`src/rtl/nand_ecc_pkg.sv`:
```
// Package: shared mode encoding and column-parity derivation for the
// NAND chunk parity generator. Assumes a byte-wide data port.
package nand_ecc_pkg;

    localparam int BYTE_W = 8;

    typedef enum logic [1:0] {
        ECC_OFF     = 2'b00,
        ECC_ACCUM   = 2'b01,
        ECC_READOUT = 2'b10,
        ECC_CLEAR   = 2'b11
    } ecc_mode_e;

    // Derive the six column-parity bits {cp5..cp0} from the running XOR of bytes.
    function automatic logic [5:0] col_parity(input logic [BYTE_W-1:0] c);
        logic [5:0] r;
        r[0] = c[6] ^ c[4] ^ c[2] ^ c[0];
        r[1] = c[7] ^ c[5] ^ c[3] ^ c[1];
        r[2] = c[5] ^ c[4] ^ c[1] ^ c[0];
        r[3] = c[7] ^ c[6] ^ c[3] ^ c[2];
        r[4] = c[3] ^ c[2] ^ c[1] ^ c[0];
        r[5] = c[7] ^ c[6] ^ c[5] ^ c[4];
        return r;
    endfunction

endpackage

```
`src/rtl/ecc_mode_ctl.sv`:
```
// Module: ecc_mode_ctl
// Decodes the 2-bit parity mode and the transfer strobe into one-cycle
// actions for the accumulators and the readout sequencer. Remembers the
// previous mode so that entry into readout can be seen.
// Assumes ecc_mode is a level held by software between transfers.
module ecc_mode_ctl
    import nand_ecc_pkg::*;
(
    input  logic       clk,
    input  logic       rst_n,
    input  logic [1:0] ecc_mode,
    input  logic       xfer_valid,
    input  logic       xfer_dir,
    output logic       acc_en,
    output logic       clr,
    output logic       ro_active,
    output logic       ro_enter,
    output logic       ro_read
);

    ecc_mode_e mode;
    ecc_mode_e mode_q;

    // Interpret the raw field as a mode value.
    always_comb mode = ecc_mode_e'(ecc_mode);

    // Remember the previous cycle's mode for readout entry detection.
    always_ff @(posedge clk) begin
        if (!rst_n) mode_q <= ECC_OFF;
        else        mode_q <= mode;
    end

    // Turn mode and strobe into the per-cycle actions.
    always_comb begin
        acc_en    = (mode == ECC_ACCUM) && xfer_valid;
        clr       = (mode == ECC_CLEAR);
        ro_active = (mode == ECC_READOUT);
        ro_enter  = ro_active && (mode_q != ECC_READOUT);
        ro_read   = ro_active && xfer_valid && xfer_dir;
    end

    AST_ENTER_ONE_CYCLE: assert property (@(posedge clk) disable iff (!rst_n)
        ro_enter |=> !ro_enter);

endmodule

```
`src/rtl/ecc_line_par.sv`:
```
// Module: ecc_line_par
// Holds the byte index counter and the line-parity accumulator pairs.
// For each index bit there is an "index bit 0" and an "index bit 1"
// accumulator; each collects the bit-parity of bytes whose index selects it.
// Assumes clear has priority and that the index wraps at 2**IDX_W.
module ecc_line_par #(
    parameter int IDX_W  = 8,
    parameter int DATA_W = 8,
    localparam int LP_W  = 2 * IDX_W
) (
    input  logic              clk,
    input  logic              rst_n,
    input  logic              clr,
    input  logic              acc_en,
    input  logic [DATA_W-1:0] data,
    output logic [LP_W-1:0]   lp,
    output logic [IDX_W-1:0]  idx
);

    logic [IDX_W-1:0] idx_q;
    logic             byte_par;

    // Parity of the byte being folded in.
    always_comb byte_par = ^data;

    // Advance the byte index on each accumulated byte, zero it on clear.
    always_ff @(posedge clk) begin
        if (!rst_n)      idx_q <= '0;
        else if (clr)    idx_q <= '0;
        else if (acc_en) idx_q <= idx_q + 1'b1;
    end

    for (genvar k = 0; k < IDX_W; k++) begin : g_lp
        logic lo_q;
        logic hi_q;

        // Fold the byte parity into the accumulator picked by index bit k.
        always_ff @(posedge clk) begin
            if (!rst_n || clr) begin
                lo_q <= 1'b0;
                hi_q <= 1'b0;
            end else if (acc_en) begin
                if (idx_q[k]) hi_q <= hi_q ^ byte_par;
                else          lo_q <= lo_q ^ byte_par;
            end
        end

        assign lp[2*k]     = lo_q;
        assign lp[2*k + 1] = hi_q;
    end

    assign idx = idx_q;

    AST_LP_CLEAR: assert property (@(posedge clk) disable iff (!rst_n)
        clr |=> (lp == '0) && (idx == '0));
    AST_IDX_STEP: assert property (@(posedge clk) disable iff (!rst_n)
        (acc_en && !clr) |=> idx == IDX_W'($past(idx) + 1'b1));
    AST_LP_FROZEN: assert property (@(posedge clk) disable iff (!rst_n)
        (!acc_en && !clr) |=> $stable(lp) && $stable(idx));
    AST_LP_ONE_BIT: assert property (@(posedge clk) disable iff (!rst_n)
        (acc_en && !clr) |=> $countones(lp ^ $past(lp)) == ($past(byte_par) ? IDX_W : 0));

endmodule

```
`src/rtl/ecc_col_par.sv`:
```
// Module: ecc_col_par
// Keeps the running XOR of all accumulated bytes and derives the six
// column-parity bits from it. Assumes a byte-wide data path.
module ecc_col_par
    import nand_ecc_pkg::*;
(
    input  logic              clk,
    input  logic              rst_n,
    input  logic              clr,
    input  logic              acc_en,
    input  logic [BYTE_W-1:0] data,
    output logic [5:0]        cp
);

    logic [BYTE_W-1:0] col_q;

    // Running XOR of every accumulated byte.
    always_ff @(posedge clk) begin
        if (!rst_n || clr) col_q <= '0;
        else if (acc_en)   col_q <= col_q ^ data;
    end

    // Column parity bits from the running XOR.
    always_comb cp = col_parity(col_q);

    AST_COL_CLEAR: assert property (@(posedge clk) disable iff (!rst_n)
        clr |=> (cp == 6'd0));
    AST_COL_FROZEN: assert property (@(posedge clk) disable iff (!rst_n)
        (!acc_en && !clr) |=> $stable(cp));

endmodule

```
`src/rtl/ecc_readout.sv`:
```
// Module: ecc_readout
// Sequences the three code bytes onto the read port in the order
// byte1, byte0, byte2, then 0xFF. The pointer restarts on readout entry;
// a read in the entry cycle returns byte1. Assumes ro_read implies readout.
module ecc_readout
    import nand_ecc_pkg::*;
(
    input  logic              clk,
    input  logic              rst_n,
    input  logic              ro_enter,
    input  logic              ro_read,
    input  logic [BYTE_W-1:0] code0,
    input  logic [BYTE_W-1:0] code1,
    input  logic [BYTE_W-1:0] code2,
    output logic [BYTE_W-1:0] ro_byte
);

    logic [1:0] ptr_q;
    logic [1:0] ptr_eff;

    // Entry overrides the stored pointer in the same cycle.
    always_comb ptr_eff = ro_enter ? 2'd0 : ptr_q;

    // Step the pointer per read, saturating at the filler slot.
    always_ff @(posedge clk) begin
        if (!rst_n)                           ptr_q <= 2'd0;
        else if (ro_read && ptr_eff != 2'd3)  ptr_q <= ptr_eff + 2'd1;
        else if (ro_enter)                    ptr_q <= 2'd0;
    end

    // Pick the code byte for the current slot.
    always_comb begin
        case (ptr_eff)
            2'd0:    ro_byte = code1;
            2'd1:    ro_byte = code0;
            2'd2:    ro_byte = code2;
            default: ro_byte = 8'hFF;
        endcase
    end

    AST_ENTRY_RESTART: assert property (@(posedge clk) disable iff (!rst_n)
        (ro_enter && !ro_read) |=> ptr_q == 2'd0);
    AST_ENTRY_READ: assert property (@(posedge clk) disable iff (!rst_n)
        (ro_enter && ro_read) |=> ptr_q == 2'd1);
    AST_TAIL_HOLD: assert property (@(posedge clk) disable iff (!rst_n)
        (ptr_q == 2'd3 && !ro_enter) |=> ptr_q == 2'd3);

endmodule

```
`src/rtl/nand_ecc_engine.sv`:
```
// Module: nand_ecc_engine (top)
// Parity generator on the NAND byte data path. Selects the byte that
// crosses the port, folds it into line and column parity under mode
// control, and substitutes code bytes for flash data in readout mode.
// Assumes CHUNK_BYTES = 256 so the line parity fills exactly two bytes.
module nand_ecc_engine
    import nand_ecc_pkg::*;
#(
    parameter int CHUNK_BYTES = 256,
    localparam int IDX_W      = $clog2(CHUNK_BYTES),
    localparam int LP_W       = 2 * IDX_W
) (
    input  logic              clk,
    input  logic              rst_n,
    input  logic [1:0]        ecc_mode,
    input  logic              xfer_valid,
    input  logic              xfer_dir,
    input  logic [BYTE_W-1:0] host_wdata,
    input  logic [BYTE_W-1:0] flash_rdata,
    output logic [BYTE_W-1:0] host_rdata
);

    logic              acc_en, clr, ro_active, ro_enter, ro_read;
    logic [BYTE_W-1:0] port_byte;
    logic [LP_W-1:0]   lp;
    logic [IDX_W-1:0]  idx;
    logic [5:0]        cp;
    logic [BYTE_W-1:0] code0, code1, code2, ro_byte;

    // Byte on the port in the direction of the transfer.
    always_comb port_byte = xfer_dir ? flash_rdata : host_wdata;

    ecc_mode_ctl u_ctl (
        .clk        (clk),
        .rst_n      (rst_n),
        .ecc_mode   (ecc_mode),
        .xfer_valid (xfer_valid),
        .xfer_dir   (xfer_dir),
        .acc_en     (acc_en),
        .clr        (clr),
        .ro_active  (ro_active),
        .ro_enter   (ro_enter),
        .ro_read    (ro_read)
    );

    ecc_line_par #(.IDX_W(IDX_W), .DATA_W(BYTE_W)) u_line (
        .clk    (clk),
        .rst_n  (rst_n),
        .clr    (clr),
        .acc_en (acc_en),
        .data   (port_byte),
        .lp     (lp),
        .idx    (idx)
    );

    ecc_col_par u_col (
        .clk    (clk),
        .rst_n  (rst_n),
        .clr    (clr),
        .acc_en (acc_en),
        .data   (port_byte),
        .cp     (cp)
    );

    // Pack the three code bytes: line parity low/high, then column parity.
    always_comb begin
        code0 = lp[BYTE_W-1:0];
        code1 = lp[LP_W-1:BYTE_W];
        code2 = {cp, 2'b11};
    end

    ecc_readout u_ro (
        .clk      (clk),
        .rst_n    (rst_n),
        .ro_enter (ro_enter),
        .ro_read  (ro_read),
        .code0    (code0),
        .code1    (code1),
        .code2    (code2),
        .ro_byte  (ro_byte)
    );

    // Code bytes replace flash data only while readout is selected.
    always_comb host_rdata = ro_active ? ro_byte : flash_rdata;

    AST_RO_NO_ACCUM: assert property (@(posedge clk) disable iff (!rst_n)
        ro_active |=> $stable(idx) && $stable(code0) && $stable(code1));

endmodule

```
`config.mk`:
```
export PLATFORM = sky130hd
export DESIGN_NAME = nand_ecc_engine
export DESIGN_NICKNAME = d
export VERILOG_FILES = /design/src/rtl/nand_ecc_pkg.sv /design/src/rtl/ecc_mode_ctl.sv /design/src/rtl/ecc_line_par.sv /design/src/rtl/ecc_col_par.sv /design/src/rtl/ecc_readout.sv /design/src/rtl/nand_ecc_engine.sv
export SDC_FILE = /design/constraint.sdc
export NUM_CORES = 1
export LEC_CHECK = 0
export BUFFER_PORTS_ARGS = -buffer_cell sky130_fd_sc_hd__buf_2
export CAP_MARGIN = 20
export CORE_MARGIN = 10
export CORE_UTILIZATION = 25
export CTS_CLUSTER_SIZE = 16
export DETAILED_ROUTE_END_ITERATION = 10
export GPL_ROUTABILITY_DRIVEN = 1
export MAX_ROUTING_LAYER = met4
export PLACE_DENSITY = 0.46
export SYNTH_ARGS = -nofsm -noshare
export SYNTH_HDL_FRONTEND = slang
export SYNTH_SLANG_ARGS = --single-unit
```
`constraint.sdc`:
```
create_clock -name clk -period 2.1 [get_ports clk]
set_input_delay 0.105 -clock clk [delete_from_list [all_inputs] [get_ports clk]]
set_output_delay 0.105 -clock clk [all_outputs]
set_load 0.01 [all_outputs]
```
# --- Word level (Yosys, flattened, before mapping) ---
# Cells that the tools add are included.
totals:
  reg_bits: 36
  out_inout_bits: 8
  elab_cells: 103
  input_bits: 22
op_classes:
  n_eq_ne: 7
  addsub: 2
  bitwise_logic: 43
  n_reduce_logical: 26
  mux: 5
op_table:
  columns: ["cell", "count"]
  rows:
  - ["$xor 1x1->1", 33]
  - ["$reduce_and 2->1", 16]
  - ["$pmux 8 s3", 1]
  - ["$mux 8", 2]
  - ["$not 1->1", 9]
  - ["$add 8x1->8 const B", 1]
  - ["$reduce_xor 8->1", 1]
  - ["$xor 8x8->8", 1]
  - ["$eq 2x2->1 const B", 3]
  - ["$logic_and 1x1->1", 5]
  - ["$eq 2x1->1 const B", 2]
  - ["$mux 2", 2]
  - ["$ne 2x2->1 const B", 2]
  - ["$add 2x1->2 const B", 1]
  - ["$logic_not 2->1", 1]
  - ["$reduce_or 2->1", 1]
  - ["$logic_not 1->1", 1]
  - ["$logic_or 1x1->1", 1]

# --- Longest topological paths before layout ---
logic_depth:
  word_depth: 6
  mapped_depth: 10
  mapped_depth_nobuf: 9

# --- Hierarchy ---
# From an unflattened synthesis, not the netlist that was laid out.
hier_totals:
  hier_cells: 265
  hier_area_um2: 2421.1
by_module_without_submodules:
  columns: ["module", "n_inst", "area_per_inst_um2", "seq_area_each_um2", "cells_per_inst"]
  rows:
  - ["ecc_line_par", 1, 1231.2, 480.5, 142]
  - ["ecc_col_par", 1, 508.0, 160.2, 50]
  - ["ecc_readout", 1, 314.1, 40.0, 43]
  - ["nand_ecc_engine", 1, 266.5, 0.0, 19]
  - ["ecc_mode_ctl", 1, 101.3, 40.0, 11]

# --- Least setup slack after synthesis ---
# No wires, ideal clock.
synth_timing:
  path_kind: "input to output"
  startpoint: "in ecc_mode[0]"
  endpoint: "out host_rdata[2]"
  required_ps: 1995
  setup_slack_ps: 301
  arrival_time_ps: 1694
  n_path_buf: 2
  path_stages: 10
  path_cell_list: "nand2b_1 -> clkbuf_1 -> a21o_1 -> nand2_1 -> inv_1 -> ha_1 -> clkbuf_1 -> a221oi_1 -> o21ai_0 -> mux2_2"
synth_via:
  elab_chain_len: 6
  elab_cells_between_ends: 8
  classes_between: "3 x eq/ne; 3 x mux; 2 x reduce/logical"
synth_lines:
  columns: ["element", "line_no", "source"]
  rows:
  - ["start: declaration", "nand_ecc_engine.sv:15", "input logic [1:0] ecc_mode,"]
  - ["$eq 2x2->1 *", "ecc_mode_ctl.sv:37", "ro_active = (mode == ECC_READOUT);"]
  - ["$logic_and 1x1->1", "ecc_mode_ctl.sv:38", "ro_enter = ro_active && (mode_q != ECC_READOUT);"]
  - ["$mux 2", null, null]
  - ["$eq 2x2->1, or another cell as far along", "ecc_readout.sv:33", "case (ptr_eff)"]
  - ["$pmux 8 s3", "ecc_readout.sv:33", null]
  - ["$mux 8 *", "nand_ecc_engine.sv:84", "always_comb host_rdata = ro_active ? ro_byte : flash_rdata;"]
  - ["end: declaration", "nand_ecc_engine.sv:20", "output logic [BYTE_W-1:0] host_rdata"]
# Every way passes the cells marked *; elsewhere a longest branch is shown, timed or not.

# --- Final worst setup path ---
layout_timing:
  startpoint: "reg u_ctl.mode_q[0]"
  endpoint: "out host_rdata[7]"
layout_via:
  elab_chain_len: 6
  elab_cells_between_ends: 8
  classes_between: "3 x eq/ne; 3 x mux; 2 x reduce/logical"
layout_lines:
  columns: ["element", "line_no", "source"]
  rows:
  - ["start: declaration", "ecc_mode_ctl.sv:22", "ecc_mode_e mode_q;"]
  - ["start signal: assignment", "ecc_mode_ctl.sv:30", "else mode_q <= mode;"]
  - ["$ne 2x2->1 *", "ecc_mode_ctl.sv:38", null]
  - ["$logic_and 1x1->1 *", "ecc_mode_ctl.sv:38", null]
  - ["$mux 2 *", null, null]
  - ["$eq 2x2->1, or another cell as far along", "ecc_readout.sv:33", null]
  - ["$pmux 8 s3 *", "ecc_readout.sv:33", null]
  - ["$mux 8 *", "nand_ecc_engine.sv:84", null]
# Marks and branches as above.

==> qor.yml <==
outcome: "finished clean"
initial_core_util: 0.255
start_kind: "register"
synth.avg_cell_area_sq_um: 8.39
power.density_mw_per_mm2: 635
placed_cell_area_sq_mm: 0.00237
remaining_drc_errors: 0
cp_cell_sequence: "inv_1 -> a21o_1 -> nand2_4 -> inv_4 -> ha_4 -> buf_6 -> a221o_1 -> a21oi_1 -> o21ai_0 -> buf_2"
worst_slew_pin_slew_ns: 0.376
synth-compound-area-share: 0.198
dieHeight_um: 111
critical_path_class: "reg2out"
placement.io_buffers: 29
wl_per_cell_um: 14.4
yosysUniqueCellTypes: 33
hold_class: "in2reg"
tns_ns: 0
clk_path_buf_depth: 2
dr.pass1.iters: 4
synthCells: 249
cts_tree: "done"
setup.worst_path.end_class: "output pin"
stdcell_area_sq_mm: 0.00266
min_period_over_period: 0.991
die_w_um: 111
grt_pass1_wl_mm: 9.22
synth_xor_area_frac: 0.138
gp_congestion: 0.846
synthAdderAreaFrac: 0.0300
post-dp-hpwl_mm: 4.19
yosysTopAreaCellShare: 0.345
syn_area_sq_mm: 0.00209
synth_top_cell_by_area: "dfxtp_1"
finalNonFillerCells: 389
synth_simple_gate_area_frac: 0.176
ys_async_sr_fraction: 0
drt-initial-drc-count: 81
drv_slew: 0
clock_latency_ns: 0.29
post-place-cells: 376
hold_viol_final: 0
holdBufCountCts: 0
seq_area_frac_synth: 0.345
routed_via_density: 4.79
root_buffer: "clkbuf_8"
crit_arrival_ns: 1.98
cts_sinks: 36
maxCapViolCount: 0
slowest_stage: "dfxtp_1"
synth_nets: 276
track_usage: 0.0928
drive_above_1_share: 0.243
synth_edf_count: 0
setup_viol: 0
cp.required_ns: 2.00
power.leakage_nw: 0.992
grt_pass1_vias: 1760
fin_worst_skew_ns: 0.00527
ys_ff_latch: 36
cts_buffers: 5
vias: 1864
antenna_found_initial: 0
dp_slack_ns: 0.0677
yosys_warnings: 0
routed_wl_mm: 5.59
ios: 30
synth_common_cells: "dfxtp_1 (36), a21oi_1 (30), o21ai_0 (24)"
yosys-mux-area-fraction: 0.0683
fin_nets: 310
grt_start_max_net_pins: 34
cp_slowest_stage_delay_ns: 0.31
core_sq_mm: 0.00818
peakVddDrop_mv: 0.211
overflow: 0
max_slew_margin: 0.748
synth_most_common_cell: "dfxtp_1"
synth_area_leaders: "dfxtp_1 (35%), xnor2_1 (8.0%), a21oi_1 (7.2%)"
clk_pin_slew_worst_paths_ns: 0.08
antenna_left: 0
rsz0062_at_grt: "yes"
setup_slack_ns: 0.0186
h-tree-depth: 2
n_antenna_cell: 0
synth-main-ff-cell: "dfxtp_1"
max_freq_mhz: 480
layout_min_cycle_time_ns: 2.08
die_area_sq_mm: 0.0124
rows: 33
finalPower_mw: 1.69
cp_max_fo: 6
syn2layout_area_growth_pct: 27.6
synth_top_family_by_area: "compound AO/OA/AOI/OAI gates"
[through the flow]
stage | util | hold WS [ns]
2_1_floorplan | - | 0.227
3_3_place_gp | 0.290 | 0.361
3_5_place_dp | 0.290 | 0.366
4_1_cts | 0.312 | 0.0539
5_1_grt | 0.326 | 0.0565
6_report | 0.326 | 0.0672
[state kept, by name, summed over array words and instances, names as in the netlist]
| signal | flops |
|---|---|
| u_col.col_q | 8 |
| u_ro.ptr_q | 2 |
| u_line.g_lp.lo_q | 8 |
| u_line.g_lp.hi_q | 8 |
| u_ctl.mode_q | 2 |
| u_line.idx | 8 |
[report_power, final]
part           total (mW)  leakage (nW)  switching, mW  internal [mW]
Combinational       0.371         0.646          0.213          0.159
Clock               0.604        0.0552          0.251          0.352
Sequential          0.716         0.291         0.0170          0.699
[final cells by class]
cell class,instances,area [sq um]
fillers,879,5510
multi-input cells,193,1400
flip-flops and latches,36,721
repair buffers,43,287
well taps,105,131
clock buffers,6,72.6
clock inverters,2,35.0
inverters,4,20.0
[worst max-delay path: cells and delay by family, from the launching register on]
kind,cells,cell delay (ns)
flip-flops,1,0.31
buffers and inverters,4,0.35
adder cells (fa/ha/maj),1,0.18
AO/OA/AOI/OAI,4,0.72
AND/OR/NAND/NOR,1,0.12
[timing repair]
| item | 4_1_cts | 5_1_grt |
|---|---|---|
| pin swaps | 2 | 10 |
| setup endpoints to repair | 8 | 8 |
| hold endpoints to repair | 0 | 0 |
| setup buffers | 1 | 4 |
| gates resized for setup | 15 | 21 |
[cells in the final DEF (no fill, tap or decap), types with 4 or more instances in the layout]
cell type,Yosys,layout
or3_1,16,16
dfxtp_1,36,36
o31ai_1,8,8
clkbuf_8,0,5
a221o_1,4,4
nor2_1,9,9
buf_2,1,27
o21ai_1,0,6
o21ai_0,24,18
nand2_1,23,21
xor2_1,14,14
buf_4,1,10
ha_4,0,4
a21oi_1,30,27
or4_1,8,8
xnor2_1,19,18
buf_6,0,5
mux2i_1,12,12
[kinds of logic after synthesis]
group	Yosys count
mux	14
xor+xnor	33
fa+ha+maj	5
flops	36
simple gates	70
compound gates	71
buf+inv	20
[worst paths after layout]
check,from,endpoint,slack [ns],cells after the start
hold reg to reg,u_line.g_lp[6].hi_q,u_line.g_lp[6].hi_q,0.50,2
hold / removal,ecc_mode[1],u_ctl.mode_q[1],0.07,2
setup reg to reg,u_ctl.mode_q[0],u_ro.ptr_q[1],0.41,9
setup / recovery,u_ctl.mode_q[0],host_rdata[7],0.02,10
[metal layers]
layer	share of wire	vias to the layer above	track usage
li1	-	965	-
met1	0.52	861	0.119
met2	0.42	31	0.132
met3	0.046	7	0.0295
met4	0.016	0	0.0360
met5	0	-	-
No activity file was read; power rests on OpenSTA's default activity.
